**src/rtl/alu_pkg.sv**
```systemverilog
package alu_pkg;
  // Layout of the function code, MSB first; the bench relies on this order.
  typedef struct packed {
    logic modf;   // subtract / arithmetic modifier
    logic cl_bool;
    logic cl_shft;
    logic cl_math;
    logic op;
  } alu_fn_t;

  localparam int FN_W = $bits(alu_fn_t);
endpackage

```
**src/rtl/alu_addsub.sv**
```systemverilog
module alu_addsub #(
  parameter int WIDTH = 32
) (
  input  logic [WIDTH-1:0] x,
  input  logic [WIDTH-1:0] y,
  input  logic             do_sub,
  output logic [WIDTH-1:0] sum,
  output logic             lt_signed,
  output logic             lt_unsigned
);
  logic [WIDTH-1:0] y_eff;
  logic [WIDTH:0]   wide;
  logic             flag_n, flag_v, flag_c;

  always_comb begin
    y_eff  = y ^ {WIDTH{do_sub}};
    wide   = {1'b0, x} + {1'b0, y_eff} + {{WIDTH{1'b0}}, do_sub};
    sum    = wide[WIDTH-1:0];
    flag_c = wide[WIDTH];
    flag_n = sum[WIDTH-1];
    flag_v = (x[WIDTH-1] == y_eff[WIDTH-1]) && (sum[WIDTH-1] != x[WIDTH-1]);
    lt_signed   = flag_n ^ flag_v;
    lt_unsigned = ~flag_c;
  end
endmodule

```
**src/rtl/alu_logic.sv**
```systemverilog
module alu_logic #(
  parameter int WIDTH = 32
) (
  input  logic [WIDTH-1:0] x,
  input  logic [WIDTH-1:0] y,
  input  logic [1:0]       sel,
  output logic [WIDTH-1:0] out
);
  always_comb begin
    unique case (sel)
      2'b00:   out = x & y;
      2'b01:   out = x | y;
      default: out = x ^ y;
    endcase
  end
endmodule

```
**src/rtl/alu_shifter.sv**
```systemverilog
module alu_shifter #(
  parameter int WIDTH = 32,
  parameter int SHW   = $clog2(WIDTH)
) (
  input  logic [WIDTH-1:0] val,
  input  logic [SHW-1:0]   amt,
  input  logic             left,
  input  logic             arith,
  output logic [WIDTH-1:0] out
);
  logic [WIDTH-1:0] val_rev;
  logic [WIDTH-1:0] last_rev;
  logic [WIDTH-1:0] stage [0:SHW];
  logic             fill;

  assign fill = arith & ~left & val[WIDTH-1];

  // A left shift is a right shift of the bit-reversed word.
  for (genvar i = 0; i < WIDTH; i++) begin : g_rev
    assign val_rev[i]  = val[WIDTH-1-i];
    assign last_rev[i] = stage[SHW][WIDTH-1-i];
  end

  assign stage[0] = left ? val_rev : val;

  for (genvar s = 0; s < SHW; s++) begin : g_stage
    localparam int D = 1 << s;
    assign stage[s+1] = amt[s] ? {{D{fill}}, stage[s][WIDTH-1:D]} : stage[s];
  end

  assign out = left ? last_rev : stage[SHW];
endmodule

```
**src/rtl/flag_alu.sv**
```systemverilog
module flag_alu #(
  parameter int WIDTH = 32
) (
  input  logic                     clk,
  input  logic                     rst,
  input  logic [alu_pkg::FN_W-1:0] fn,
  input  logic [WIDTH-1:0]         a,
  input  logic [WIDTH-1:0]         b,
  output logic [WIDTH-1:0]         result,
  output logic                     zero
);
  import alu_pkg::*;
  localparam int SHW = $clog2(WIDTH);

  alu_fn_t          f;
  logic             class_ok;
  logic [WIDTH-1:0] sum_w, bool_w, shft_w, pick;
  logic             lts_w, ltu_w;

  assign f        = alu_fn_t'(fn);
  assign class_ok = $onehot({f.cl_bool, f.cl_shft, f.cl_math});

  alu_addsub #(.WIDTH(WIDTH)) u_addsub (
    .x(a), .y(b), .do_sub(f.modf | f.op),
    .sum(sum_w), .lt_signed(lts_w), .lt_unsigned(ltu_w)
  );

  alu_logic #(.WIDTH(WIDTH)) u_logic (
    .x(a), .y(b), .sel({f.modf, f.op}), .out(bool_w)
  );

  alu_shifter #(.WIDTH(WIDTH), .SHW(SHW)) u_shift (
    .val(b), .amt(a[SHW-1:0]), .left(~f.op), .arith(f.modf & f.op),
    .out(shft_w)
  );

  always_comb begin
    pick = '0;
    if (class_ok) begin
      if (f.cl_math) begin
        if (!f.op) pick = sum_w;
        else       pick = {{(WIDTH-1){1'b0}}, f.modf ? lts_w : ltu_w};
      end else if (f.cl_shft) begin
        pick = shft_w;
      end else begin
        pick = bool_w;
      end
    end
  end

  always_ff @(posedge clk) begin
    if (rst) begin
      result <= '0;
      zero   <= 1'b1;
    end else begin
      result <= pick;
      zero   <= (pick == '0);
    end
  end

  // Observation registers for the checks below.
  logic cmp_q, bad_q, subeq_q;
  always_ff @(posedge clk) begin
    if (rst) begin
      cmp_q   <= 1'b0;
      bad_q   <= 1'b0;
      subeq_q <= 1'b0;
    end else begin
      cmp_q   <= class_ok & f.cl_math & f.op;
      bad_q   <= ~class_ok;
      subeq_q <= class_ok & f.cl_math & ~f.op & f.modf & (a == b);
    end
  end

  p_zero_track_r9: assert property (@(posedge clk) disable iff (rst)
    zero == (result == '0));

  p_cmp_bit0_r4: assert property (@(posedge clk) disable iff (rst)
    cmp_q |-> (result[WIDTH-1:1] == '0));

  p_bad_class_r10: assert property (@(posedge clk) disable iff (rst)
    bad_q |-> (result == '0));

  p_sub_equal_r3: assert property (@(posedge clk) disable iff (rst)
    subeq_q |-> zero);
endmodule

```
**config.mk**
```make
export PLATFORM = sky130hd
export DESIGN_NAME = flag_alu
export DESIGN_NICKNAME = d
export VERILOG_FILES = /design/src/rtl/alu_pkg.sv /design/src/rtl/alu_addsub.sv /design/src/rtl/alu_logic.sv /design/src/rtl/alu_shifter.sv /design/src/rtl/flag_alu.sv
export SDC_FILE = /design/constraint.sdc
export NUM_CORES = 1
export LEC_CHECK = 0
export BUFFER_PORTS_ARGS = -buffer_cell sky130_fd_sc_hd__buf_2
export CORE_ASPECT_RATIO = 1.5
export CORE_UTILIZATION = 57
export CTS_CLUSTER_DIAMETER = 100
export DETAILED_ROUTE_END_ITERATION = 7
export PLACE_DENSITY = 0.78
export SLEW_MARGIN = 10
export SYNTH_ARGS = -nofsm -noshare
export SYNTH_HDL_FRONTEND = slang
export SYNTH_HIERARCHICAL = 1
export SYNTH_SLANG_ARGS = --single-unit
```
**constraint.sdc**
```tcl
create_clock -name clk -period 5.1 [get_ports clk]
set_input_delay 1.02 -clock clk [delete_from_list [all_inputs] [get_ports clk]]
set_output_delay 1.02 -clock clk [all_outputs]
set_load 0.03 [all_outputs]
```
==> summary.md <==
| Metric | Value |
|---|---|
| Synthesized area per cell | `7.93 sq um` |
| Post-synth ARST share | `0%` |
| Actual slew at the worst max-slew pin | `1320 ps` |
| Gpl congestion | `1.05` |
| Area of the multi-input gates | `8110 sq um` |
| Period Utilization, post-route | `95.4%` |
| Vias | `10196` |
| Initial DRC Count | `between 900 and 1000` |
| Core area | `16300 sq um` |
| Initial antenna violation count | `1` |
| # H-tree levels | `2` |
| Sequential fraction of the synthesis area | `6.88%` |
| DRT Pass-1 Iters | `6` |
| CTS Hold Bufs | `0` |
| Unrepaired setup endpoints after global routing | `no` |
| Std-Cell Rows | `57` |
| Routed len/inst | `approximately 26 um` |
| First-pass GRT wire length | `57800 um` |
| Worst hold path depth | `7` |
| Vias/cell | `6.90` |
| CP Max Fanout | `35` |
| Final WS setup | `roughly 240 ps` |
| Yosys warnings | `6` |
| Synth Net Count | `1381` |
| Detail Route Antenna Nets | `0` |
| Post-synthesis register bit count | `33` |
| Slowest stage delay, CP | `~1100 ps` |
| Placed insts | `about 1500` |
| PwrDens | `190 nW/um^2` |
| Main synth FF type | `dfxtp_1` |
| Endpoint of the worst hold path | `result[0]$_SDFF_PP0_` |
| Detailed Place HPWL | `30200 um` |
| Tot GR Track Use | `45.1%` |
| Synth cell count leaders | `110 x nor2_1, 107 x nand2_1, 97 x ha_1, 84 x inv_1, 63 x mux2i_1` |
| Distinct cell type count after synthesis | `just under 90` |
| Clock Sinks | `33` |
| Critical path startpoint category | `input port` |
| Synthesized instance count | `between 1000 and 1500` |
| Final nets | `1439` |
| Fillers | `around 1500` |
| Layout cells sized above 1 | `24.2%` |
| Input/output buffers | `103` |
| Setup WS pre-CTS | `~300 ps` |
| Final min period | `4860 ps` |
| DRC viols | `0` |
| Worst min path class | `input port to flip-flop` |
| Vias in the first global route | `about 10000` |
| Top-count cell post-synth | `nor2_1` |
| Status | `completed` |
| CP Capture Type | `flip-flop` |
| Clk buf depth | `2` |
| Clock transition at the registers of the reported paths | `50 ps` |
| Setup Viol. Count Final | `0` |
| Max Slew Vio Count | `0` |
| WP data required | `about 5300 ps` |
| VDD IR-drop max | `230 uV` |
| Initial Util | `58.8%` |
| CP Class | `input port to flip-flop` |
| Area contributors post-synth | `ha_1 13%, mux4_2 8.0%, dfxtp_1 6.9%` |
| Post-layout util | `63.1%` |
| Share of the synthesized area in the top cell type | `12.6%` |
| Fmax | `slightly above 200 MHz` |
| Root Driver | `clkbuf_16` |
| Setup TNS | `0 ps` |
| Relative slew slack | `10.9%` |
| Post-CTS Setup Inserts | `0` |
| Hold wc startpoint | `a[31]` |
| Chip height | `approximately 160 um` |
| Die W | `108 um` |
| Crit path cell chain | `buf_4 -> buf_4 -> mux2i_1 -> mux2i_1 -> o21ai_0 -> o221ai_1 -> a21o_1 -> mux2i_1 -> o2bb2ai_1 -> nor4_1 -> and4_1 -> a31o_1` |
| Detailed Route WL | `between 30000 and 40000 um` |
| Slowest stage cell, crit path | `o21ai_0` |
| Number of synthesized flops with an enable pin | `0` |
| Total CTS buffers | `5` |
| PostCTS Resize Cnt | `0` |
| Die ar. | `17400 sq um` |
| I/O Pins | `104` |
| Register area | `661 sq um` |
| CTS tree | `done` |
| Largest net degree at the start of global routing | `73` |
| Layout area overhead | `7.32%` |
| GRT overflow | `0` |
| Fin. Hold Viols | `0` |
| Most used cell along the critical path | `mux2i_1` |
| Post-synth top area cell | `ha_1` |
| Min Hold Slack | `between 1000 and 1500 ps` |
| Synth Cell Area | `between 9000 and 10000 sq um` |
| P_leak | `4.69 nW` |
| Worst Path Arrival | `between 5000 and 6000 ps` |
| MaxCap Viol Count | `0` |
| Fin cells | `1477` |
[per-stage QoR]
step / cell area, sq um / total power [mW]
global route: 10300 / 2.04
global placement: 10100 / 1.54
detailed placement: 10100 / 1.55
floorplan: 9600 / 1.16
finish: 10300 / 1.96
CTS: 10300 / 1.90
[cells in the final DEF (no fill, tap or decap), types with 6 or more instances in the layout]
cell,Yosys,routed
o31ai_1,8,8
nand4_1,9,9
nor4_1,10,10
o2bb2ai_1,26,26
nand3_1,19,19
nand2_1,107,107
buf_4,11,30
or2_2,7,7
nor3_1,18,18
and2_4,29,29
o22ai_1,19,19
mux2_2,48,48
xnor2_1,19,19
o21ai_0,28,28
o21ai_1,6,6
inv_1,84,83
mux4_2,34,34
a31oi_1,9,9
nand2b_1,10,10
and2_1,9,9
buf_2,23,102
mux2i_1,63,63
nor2_1,110,110
dfxtp_1,33,33
o211ai_1,12,12
a21o_1,17,17
o31ai_2,31,31
a21oi_1,57,57
ha_1,97,97
xor2_1,40,40
a211oi_1,13,13
o21bai_1,12,12
nor2b_1,41,41
o21a_1,7,7
a211o_1,6,6
[cell families (layout without fill, tap and decap cells)]
family / after synthesis / in the layout / share of synthesized area [%]
simple gates: 392 / 392 / 20.7
compound gates: 311 / 311 / 24.9
buf+inv: 170 / 229 / 8.67
mux: 147 / 147 / 20.4
fa+ha+maj: 99 / 99 / 13.1
xor+xnor: 59 / 59 / 5.38
flops: 33 / 33 / 6.88
other cells: 0 / 1 / 0
[flip-flops by register name (all words and copies together), names as in the netlist]
name	cells
result	32
zero	1
[where the power goes]
| part | switching [mW] | internal, mW | leakage (nW) |
|---|---|---|---|
| clock network | 0.108 | 0.244 | 0.0841 |
| logic | 0.835 | 0.496 | 4.34 |
| registers | 0.00369 | 0.270 | 0.268 |
[layout make-up]
cell class	count	share of cell area [%]
clock inverters	1	0.291
multi-input cells	1008	78.7
inverters	87	3.17
flip-flops and latches	33	6.41
well taps	206	2.50
diodes	1	0.0243
repair buffers	134	7.53
clock buffers	7	1.38
[worst max-delay path: cells and delay by family]
family,cells,cell delay (ps)
muxes,3,670
and+or+nand+nor,2,650
buffers and inverters,2,730
AOI/OAI and AO/OA,5,1960
[how the worst max path moves through the flow]
stage / startpoint / endpoint / slack [ps] / cells past startpoint
finish: a[0] / zero$_SDFF_PP1_ / 240 / 12
global route: a[0] / zero$_SDFF_PP1_ / 170 / 12
CTS: fn[0] / zero$_SDFF_PP1_ / 570 / 16
detailed placement: fn[0] / zero$_SDFF_PP1_ / 300 / 16
global placement: fn[0] / zero$_SDFF_PP1_ / 270 / 14
floorplan: fn[0] / zero$_SDFF_PP1_ / 810 / 17
[layer usage]
metal  vias up  GRT usage (%)  wire length, um
met2       636           75.7            18900
met1      4800           45.3            12800
met3       213           12.1             3350
met5         -              0                0
li1       4547              -                -
met4         0           38.9             4020
No activity file was read; power rests on OpenSTA's default activity.
